File: src/rtl/trsPkg.sv
package trsPkg;
  typedef struct packed {
    logic clrUpper;
    logic clrLower;
    logic xDown;
    logic xLeft;
    logic xRight;
    logic xIn;
  } gateStrobes_t;

  typedef enum logic [1:0] {
    S_IDLE = 2'd0,
    S_IN   = 2'd1,
    S_DOWN = 2'd2,
    S_BACK = 2'd3
  } seqState_t;
endpackage

File: src/rtl/trsBanks.sv
module trsBanks
  import trsPkg::*;
#(
  parameter int WIDTH = 40
) (
  input  logic             clk,
  input  logic             rstN,
  input  gateStrobes_t     gates,
  input  logic [WIDTH-1:0] loadData,
  output logic [WIDTH-1:0] upperQ,
  output logic [WIDTH-1:0] lowerQ
);
  logic [WIDTH-1:0] upSrc;
  logic [WIDTH-1:0] downSrc;

  // per-stage gating: each upper toggle sees its right or left lower neighbour,
  // or the external bit; each lower toggle sees its upper partner
  for (genvar i = 0; i < WIDTH; i++) begin : g_stage
    logic fromRight;
    logic fromLeft;
    if (i == 0) begin : g_lsb
      assign fromRight = 1'b0;
    end else begin : g_mid_r
      assign fromRight = lowerQ[i-1];
    end
    if (i == WIDTH - 1) begin : g_msb
      assign fromLeft = 1'b0;
    end else begin : g_mid_l
      assign fromLeft = lowerQ[i+1];
    end
    assign upSrc[i] = (gates.xLeft & fromRight) | (gates.xRight & fromLeft)
                    | (gates.xIn & loadData[i]);
    assign downSrc[i] = gates.xDown & upperQ[i];
  end

  always_ff @(posedge clk) begin
    if (!rstN) begin
      upperQ <= '0;
      lowerQ <= '0;
    end else begin
      if (gates.clrUpper) upperQ <= '0;
      else                upperQ <= upperQ | upSrc;
      if (gates.clrLower) lowerQ <= '0;
      else                lowerQ <= lowerQ | downSrc;
    end
  end

  // when a down transfer ends, the lower bank mirrors the upper bank
  p_down_copy_r4: assert property (@(posedge clk) disable iff (!rstN)
    $fell(gates.xDown) |-> (lowerQ == upperQ));
  // when a left transfer ends, upper is lower moved toward MSB, zero fill
  p_left_move_r5: assert property (@(posedge clk) disable iff (!rstN)
    $fell(gates.xLeft) |-> (upperQ == {lowerQ[WIDTH-2:0], 1'b0}));
  // when a right transfer ends, upper is lower moved toward LSB, zero fill
  p_right_move_r6: assert property (@(posedge clk) disable iff (!rstN)
    $fell(gates.xRight) |-> (upperQ == {1'b0, lowerQ[WIDTH-1:1]}));
  // when a load transfer ends, upper holds the held load value
  p_load_value_r2: assert property (@(posedge clk) disable iff (!rstN)
    $fell(gates.xIn) |-> (upperQ == $past(loadData)));
endmodule

File: src/rtl/trsSequencer.sv
module trsSequencer
  import trsPkg::*;
#(
  parameter int CNT_W   = 6,
  parameter int CLR_CYC = 2,
  parameter int EXT_CYC = 1
) (
  input  logic             clk,
  input  logic             rstN,
  input  logic             start,
  input  logic             dirLeft,
  input  logic [CNT_W-1:0] shiftCount,
  input  logic             loadEn,
  output gateStrobes_t     gates,
  output logic             busy,
  output logic             done
);
  localparam int PHASE = CLR_CYC + EXT_CYC;
  localparam int PH_W  = $clog2(PHASE + 1);

  seqState_t        state;
  logic [PH_W-1:0]  phaseCnt;
  logic [CNT_W-1:0] stepsLeft;
  logic             dirReg;
  logic             phaseLast;
  logic             clrWindow;

  assign phaseLast = (phaseCnt == PH_W'(PHASE - 1));
  assign clrWindow = (phaseCnt < PH_W'(CLR_CYC));
  assign busy      = (state != S_IDLE);

  always_ff @(posedge clk) begin
    if (!rstN) begin
      state     <= S_IDLE;
      phaseCnt  <= '0;
      stepsLeft <= '0;
      dirReg    <= 1'b0;
      done      <= 1'b0;
    end else begin
      done <= 1'b0;
      unique case (state)
        S_IDLE: begin
          phaseCnt <= '0;
          if (start) begin
            if (shiftCount == '0) begin
              done <= 1'b1;
            end else begin
              state     <= S_DOWN;
              stepsLeft <= shiftCount;
              dirReg    <= dirLeft;
            end
          end else if (loadEn) begin
            state <= S_IN;
          end
        end
        S_IN: begin
          if (phaseLast) begin
            state    <= S_IDLE;
            phaseCnt <= '0;
            done     <= 1'b1;
          end else begin
            phaseCnt <= phaseCnt + 1'b1;
          end
        end
        S_DOWN: begin
          if (phaseLast) begin
            state    <= S_BACK;
            phaseCnt <= '0;
          end else begin
            phaseCnt <= phaseCnt + 1'b1;
          end
        end
        S_BACK: begin
          if (phaseLast) begin
            phaseCnt <= '0;
            if (stepsLeft == CNT_W'(1)) begin
              state <= S_IDLE;
              done  <= 1'b1;
            end else begin
              state     <= S_DOWN;
              stepsLeft <= stepsLeft - 1'b1;
            end
          end else begin
            phaseCnt <= phaseCnt + 1'b1;
          end
        end
        default: state <= S_IDLE;
      endcase
    end
  end

  always_comb begin
    gates = '0;
    unique case (state)
      S_IN: begin
        gates.clrUpper = clrWindow;
        gates.xIn      = 1'b1;
      end
      S_DOWN: begin
        gates.clrLower = clrWindow;
        gates.xDown    = 1'b1;
      end
      S_BACK: begin
        gates.clrUpper = clrWindow;
        gates.xLeft    = dirReg;
        gates.xRight   = !dirReg;
      end
      default: gates = '0;
    endcase
  end

  // a clear of a bank only ever comes with a transfer into that bank
  p_clear_paired_r3: assert property (@(posedge clk) disable iff (!rstN)
    (gates.clrUpper |-> (gates.xLeft | gates.xRight | gates.xIn)) and
    (gates.clrLower |-> gates.xDown));
  // the transfer is still active in the cycle after its clear ends
  p_xfer_outlasts_r3: assert property (@(posedge clk) disable iff (!rstN)
    $fell(gates.clrUpper) |-> (gates.xLeft | gates.xRight | gates.xIn));
  p_xfer_outlasts_lo_r3: assert property (@(posedge clk) disable iff (!rstN)
    $fell(gates.clrLower) |-> gates.xDown);
  // one transfer path at a time
  p_one_path_r3: assert property (@(posedge clk) disable iff (!rstN)
    $onehot0({gates.xDown, gates.xLeft, gates.xRight, gates.xIn}));
  // done is a single-cycle pulse and never overlaps busy
  p_done_pulse_r7: assert property (@(posedge clk) disable iff (!rstN)
    done |=> !done);
  p_done_idle_r7: assert property (@(posedge clk) disable iff (!rstN)
    done |-> !busy);
  // a zero count finishes on the next edge without going busy
  p_zero_count_r8: assert property (@(posedge clk) disable iff (!rstN)
    (!busy && start && shiftCount == '0) |=> (done && !busy));
  // direction is frozen for the whole shift
  p_dir_frozen_r9: assert property (@(posedge clk) disable iff (!rstN)
    (busy && state != S_IN) |=> (!busy || $stable(dirReg)));
  // a step in progress always has a nonzero remaining count
  p_steps_live_r10: assert property (@(posedge clk) disable iff (!rstN)
    (state == S_DOWN || state == S_BACK) |-> (stepsLeft != '0));
endmodule

File: src/rtl/twoRankShifter.sv
module twoRankShifter
  import trsPkg::*;
#(
  parameter int WIDTH   = 40,
  parameter int CNT_W   = 6,
  parameter int CLR_CYC = 2,
  parameter int EXT_CYC = 1
) (
  input  logic             clk,
  input  logic             rstN,
  input  logic             start,
  input  logic             dirLeft,
  input  logic [CNT_W-1:0] shiftCount,
  input  logic             loadEn,
  input  logic [WIDTH-1:0] loadData,
  output logic             busy,
  output logic             done,
  output logic [WIDTH-1:0] upperQ,
  output logic [WIDTH-1:0] lowerQ
);
  gateStrobes_t gates;

  trsSequencer #(
    .CNT_W  (CNT_W),
    .CLR_CYC(CLR_CYC),
    .EXT_CYC(EXT_CYC)
  ) u_seq (
    .clk       (clk),
    .rstN      (rstN),
    .start     (start),
    .dirLeft   (dirLeft),
    .shiftCount(shiftCount),
    .loadEn    (loadEn),
    .gates     (gates),
    .busy      (busy),
    .done      (done)
  );

  trsBanks #(
    .WIDTH(WIDTH)
  ) u_dp (
    .clk     (clk),
    .rstN    (rstN),
    .gates   (gates),
    .loadData(loadData),
    .upperQ  (upperQ),
    .lowerQ  (lowerQ)
  );

  // banks stay empty while nothing has been loaded since reset
  p_reset_quiet_r1: assert property (@(posedge clk) disable iff (!rstN)
    (!busy && !$past(busy) && !done) |-> $stable(upperQ) && $stable(lowerQ));
endmodule

File: config.mk
export PLATFORM = sky130hd
export DESIGN_NAME = twoRankShifter
export DESIGN_NICKNAME = d
export VERILOG_FILES = /design/src/rtl/trsPkg.sv /design/src/rtl/trsBanks.sv /design/src/rtl/trsSequencer.sv /design/src/rtl/twoRankShifter.sv
export SDC_FILE = /design/constraint.sdc
export NUM_CORES = 1
export LEC_CHECK = 0
export ABC_AREA = 1
export ABC_CLOCK_PERIOD_IN_PS = 3700
export CORE_MARGIN = 3
export CORE_UTILIZATION = 41
export DETAILED_ROUTE_END_ITERATION = 12
export GPL_TIMING_DRIVEN = 0
export PLACE_DENSITY = 0.72
export RECOVER_POWER = 25
export SLEW_MARGIN = 20
export SYNTH_ARGS = -nofsm -noshare
export SYNTH_HDL_FRONTEND = slang
export SYNTH_SLANG_ARGS = --single-unit
File: constraint.sdc
create_clock -name clk -period 3.7 [get_ports clk]
set_input_delay 0.555 -clock clk [delete_from_list [all_inputs] [get_ports clk]]
set_output_delay 0.555 -clock clk [all_outputs]
set_load 0.1 [all_outputs]
* After elaboration in Yosys (flattened, before gate mapping)
Cells that the tools add are included.
** Word-level totals
- Register bits :: 92
- Input bits :: 51
- Output and inout port bits :: 82
** Cells by class
- Add/sub/neg operators :: 2
- Magnitude comparators :: 1
- Equality and inequality tests :: 13
- Muxes and demuxes :: 25
- Bitwise operators :: 240
- Reductions and logical operators :: 12
** Operators by type and width (number)
- AND 1 bit :: 158
- OR 40 bit :: 2
- OR 1 bit :: 78
- 2-to-1 mux 6 bit :: 4
- 2-to-1 mux 2 bit :: 10
- one-hot mux 6 bit (2 select lines) :: 1
- AND reduction 5 bit :: 2
- one-hot mux 2 bit (4 select lines) :: 1
- 2-to-1 mux 1 bit :: 7
- == test 2 bit (second input constant) :: 3
- == test 6 x 1 -> 1 bit (second input constant) :: 1
- zero test 6 bit :: 1
- inequality test 2 x 1 -> 1 bit (second input constant) :: 3
- inequality test 2 bit (second input constant) :: 3
- inequality test 3 bit (second input constant) :: 2
- OR reduction 2 bit :: 3
- subtractor 6 x 1 -> 6 bit (second input constant) :: 1
- one-hot mux 2 bit (2 select lines) :: 1
- nonzero test 2 bit :: 2
- one-hot mux 1 bit (3 select lines) :: 1
- AND reduction 3 bit :: 1
- OR reduction 3 bit :: 1
- adder 2 x 1 -> 2 bit (second input constant) :: 1
- == test 2 x 1 -> 1 bit (second input constant) :: 1
- 4 further kinds :: 5

* Logic depth before layout (Yosys ltp)
- Depth in word-level cells :: 6
- Depth in mapped cells :: 10
- Gate-level depth less buffers :: 10

* By module
A second synthesis with hierarchy kept.
** Second synthesis, totals
- Cells, all modules :: 632
- Area total of the unflattened synthesis :: 4267.8 sq um
** Modules (own cells, without submodules)
- trsBanks :: times used 1, cells an instance 503, area each 3472.1 sq um, sequential area each 1601.5 sq um
- trsSequencer :: times used 1, cells an instance 129, area each 795.8 sq um, sequential area each 240.2 sq um

* Worst setup path before layout
OpenSTA, ideal clock, no wires.
- Kind :: flip-flop to flip-flop
- Start :: reg u_seq.state[1]
- End :: reg u_seq.stepsLeft[3]
- Library setup time :: 0.113 ns
- Data arrival time :: 1.437 ns
- Slack :: 2.150 ns
- Stages on the path, launching flop included :: 9
- Clock period less this slack :: 1.550 ns
- Path through :: dfxtp_1 > buf_6 > nor2_2 > inv_2 > nor2_1 > nor2_4 > nand2_4 > nor2_1 > nor2_1
** Between the ends
- Word-level cells in the longest chain between the ends :: 3
- Elaborated cells between the ends (all ways) :: 9
- Classes of those cells :: eq/ne: 5; mux: 1; reduce/logical: 3
** Ends and longest elaborated chain
- from (decl) :: RTL line trsSequencer.sv:21 : seqState_t state;
- from (signal assigned) :: RTL line trsSequencer.sv:34 : state <= S_IDLE;
- from (signal assigned) :: RTL line trsSequencer.sv:48 : state <= S_DOWN;
- from (signal assigned) :: RTL line trsSequencer.sv:53 : state <= S_IN;
- == test 2 bit / zero test 2 bit (equally long branches) :: RTL line trsSequencer.sv:41 : unique case (state)
- inequality test 2 x 1 -> 1 bit (no source line) (tied with other cells)
- AND reduction 5 bit (no source line)
- to (signal assigned) :: RTL line trsSequencer.sv:49 : stepsLeft <= shiftCount;
- to (signal assigned) :: RTL line trsSequencer.sv:81 : stepsLeft <= stepsLeft - 1'b1;
- to (decl) :: RTL line trsSequencer.sv:23 : logic [CNT_W-1:0] stepsLeft;
Several ways; a longest one is shown, not always the timed one.
A chain may end at the register's enable or synchronous reset.

* Final worst setup path
- Start :: reg u_seq.state[1]
- End :: out busy
** Between the ends
- Word-level cells in the longest chain between the ends :: 1
** Ends and longest elaborated chain
- nonzero test 2 bit :: RTL line trsSequencer.sv:30 : assign busy = (state != S_IDLE);
- to (decl) :: RTL line twoRankShifter.sv:16 : output logic busy,
Every way passes these cells.

==> results.yml <==
status:
  outcome: "finished, final reports clean"
timing:
  slew_viol_final: 0
  min_period_ps: 2780
  rsz0062_at_grt: "false"
  finalSetupTns_ps: 0
  min_period_over_period_pct: 75.0
  finalHoldViolCount: 0
  hold_ws_ps: 422
  fin_ws_ps: 924
  tightest_slew_ps: 1030
  relSlewSlack_pct: 30.8
  fin_worst_skew_ps: 9.78
  clock.fmax_ghz: 0.360
  setup_viol: 0
floorplan:
  die_h_um: 106
  row_count: 36
  fp.dieW_um: 106
  ioPinCount: 133
  dieArea_um2: 11300
  initial_core_util_pct: 42.3
  core_area_um2: 9770
clock_network:
  cts.path.max_buffers: 2
  cts_made_buffers: 9
  path_clk_slew_ps: 90
  htreeDepth: 3
  clock-sinks: 92
  cts_resized: 0
  clkLatencyLatePin_ps: 350
  post_cts_buffers: 0
  cts_hold_buf: 0
  cts_tree: "built"
  cts_root_buf: "clkbuf_8"
layout:
  final_nets: 792
  final_layout_size_suffix_gt1_share_pct: 5.38
  synthToLayoutAreaGrowth_pct: 39.8
  design_area_um2: 5790
  fin_cells: 876
  n_antenna_cell: 0
placement:
  placed_cell_area_um2: 5630
  io_buffers: 132
  gp_congestion: 0.861
  place_inst: 860
  place_ws_ps: 1330
  hpwl_mm: 9.09
detailed_routing:
  wl_mm: 12.3
  vias: 4281
  drc_errors: 0
  avgViaCountPerCell: 4.89
  antenna_left: 0
  drt_iter0_drc: 171
  wl_per_cell_um: 14.1
  dr.pass1.iters: 5
setup_path:
  ff2ff_path_depth: 5
  slowest_delay_ps: 1160
  crit_fanout: 10
  worstSetupPathType: "reg -> out"
  crit_slowest_cell: "clkdlybuf4s50_1"
  arrival_ps: 2220
  startpoint_type: "register"
  crit_required_ps: 3140
  path_cells: "buf_6 > nor2_2 > inv_2 > clkdlybuf4s50_1"
  setup.worst_path.end_class: "output pin"
synthesis:
  ys_types: 29
  yosys_register_bits: 92
  synth_top_family_by_area: "simple AND/OR/NAND/NOR gates"
  netlist_instances: 595
  yosys.area.top_type: "dfxtp_1"
  synth-simple-area-share_pct: 32.0
  avgSynthCellArea_um2: 6.96
  yosys-top-cells-area: "dfxtp_1 44%, nand2_1 13%, nand3_1 10%, inv_1 7.2%, nor2_1 5.4%"
  muxShareOfSynthArea_pct: 0
  synth_nets: 649
  synthXorXnorAreaFrac_pct: 0.212
  ys_seq_area_share_pct: 44.5
  synth-compound-area-share_pct: 10.0
  synthAdderAreaFrac_pct: 0.907
  synth_top_area_share_pct: 44.5
  syn_area_um2: 4140
  synth_warnings: 0
pwr:
  ir_worst_vdd_uv: 342
  p_leak_uw: 0.00234
  powerDensity_nw_per_um2: 680
min_path:
  hold_path_class: "reg -> reg"
  holdPathStages: 1
grt:
  use_met3_pct: 5.16
  antenna_found_initial: 0
  overflow: 0
  grt_pass1_vias: 4108
  grt_pass1_wl_mm: 20.1
  top_usage_layer: "met2"
  grt_util_met2_pct: 35.9
  grt_use_total_pct: 21.8
  globalRouteMet1Util_pct: 28.7
  grt_max_degree: 16
run:
  maxCapViolations: 0
[where the power goes]
| group | switching, µW | total, µW | internal (µW) |
|---|---|---|---|
| clock | 353 | 617 | 264 |
| combinational | 1520 | 2040 | 524 |
| sequential | 132 | 1280 | 1140 |
[final timing paths]
path | end | from | slack, ps
worst max register to register | u_dp.lowerQ[15] | u_seq.state[0] | 1810
worst min register to register | u_seq.phaseCnt[0] | u_seq.phaseCnt[0] | 420
worst min-delay path | u_seq.phaseCnt[0] | u_seq.phaseCnt[0] | 420
worst max-delay path | busy | u_seq.state[1] | 920
[kinds of logic after synthesis]
| logic type | after synthesis |
|---|---|
| and+or+nand+nor | 306 |
| buffers and inverters | 114 |
| DFF | 92 |
| AOI/OAI and AO/OA | 79 |
| adders and majority gates | 3 |
| xor gates and xnor gates | 1 |
[metrics by stage]
stage | util [%] | total power [µW]
after detailed placement | 57.6 | 3360
after global routing | 59.2 | 4160
after CTS | 59.4 | 3970
after global placement | 57.6 | 3320
final | 59.2 | 3930
after floorplan | - | 2820
[flip-flops by register name, indices dropped and copies added (netlist names)]
signal           flops
u_seq.phaseCnt       2
u_seq.stepsLeft      6
u_seq.done           1
u_dp.upperQ         40
u_seq.state          2
u_dp.lowerQ         40
u_seq.dirReg         1
[metal layers]
layer | vias to the layer above | share of wire, %
met5 | - | 0
met4 | 0 | 1.3
met3 | 14 | 8.2
met2 | 158 | 47
met1 | 1960 | 44
li1 | 2149 | -
[synth_stat cells]
cell        n
nor2_2      2
a21oi_1    43
xor2_1      1
nor2_4      3
a21boi_0    1
dfxtp_1    92
a31oi_1     2
buf_6       6
nor3_1      1
nand2_4     4
o211ai_1    1
a211oi_1    2
o21ai_0    24
nor2_1     59
nand3_1    86
inv_2       3
nand2_1   148
buf_4       6
o21bai_1    1
ha_1        3
buf_1       3
inv_1      79
o21ai_2     1
nand3b_1    2
clkinv_4    1
or2_0       1
o21ai_1     4
buf_2       9
clkbuf_1    7
[final cells by class]
class / count / area [µm²]
fillers: 936 / 3990
flip-flops and latches: 92 / 1840
multi-input cells: 389 / 1780
repair buffers: 132 / 1320
inverters: 83 / 317
plain buffers: 31 / 178
well taps: 133 / 166
clock buffers: 11 / 141
clock inverters: 5 / 37.5
[placed cells by master (no fill, tap or decap), drive strengths merged]
cell type,n
nand2,152
clkdlybuf4s50,130
dfxtp,92
nand3,86
inv,82
nor2,64
a21oi,43
o21ai,29
clkbuf,26
buf,16
clkinv,4
ha,3
a31oi,2
nand3b,2
a211oi,2
clkinvlp,2
dlygate4sd3,2
or2,1
o211ai,1
xor2,1
a21boi,1
o21bai,1
nor3,1
[critical path, delay by kind of cell, from the launching register on]
kind	cells	cell delay, ps
simple gates	1	70
flops	1	350
buf+inv	3	1450
(Power assumes the default switching activity.)
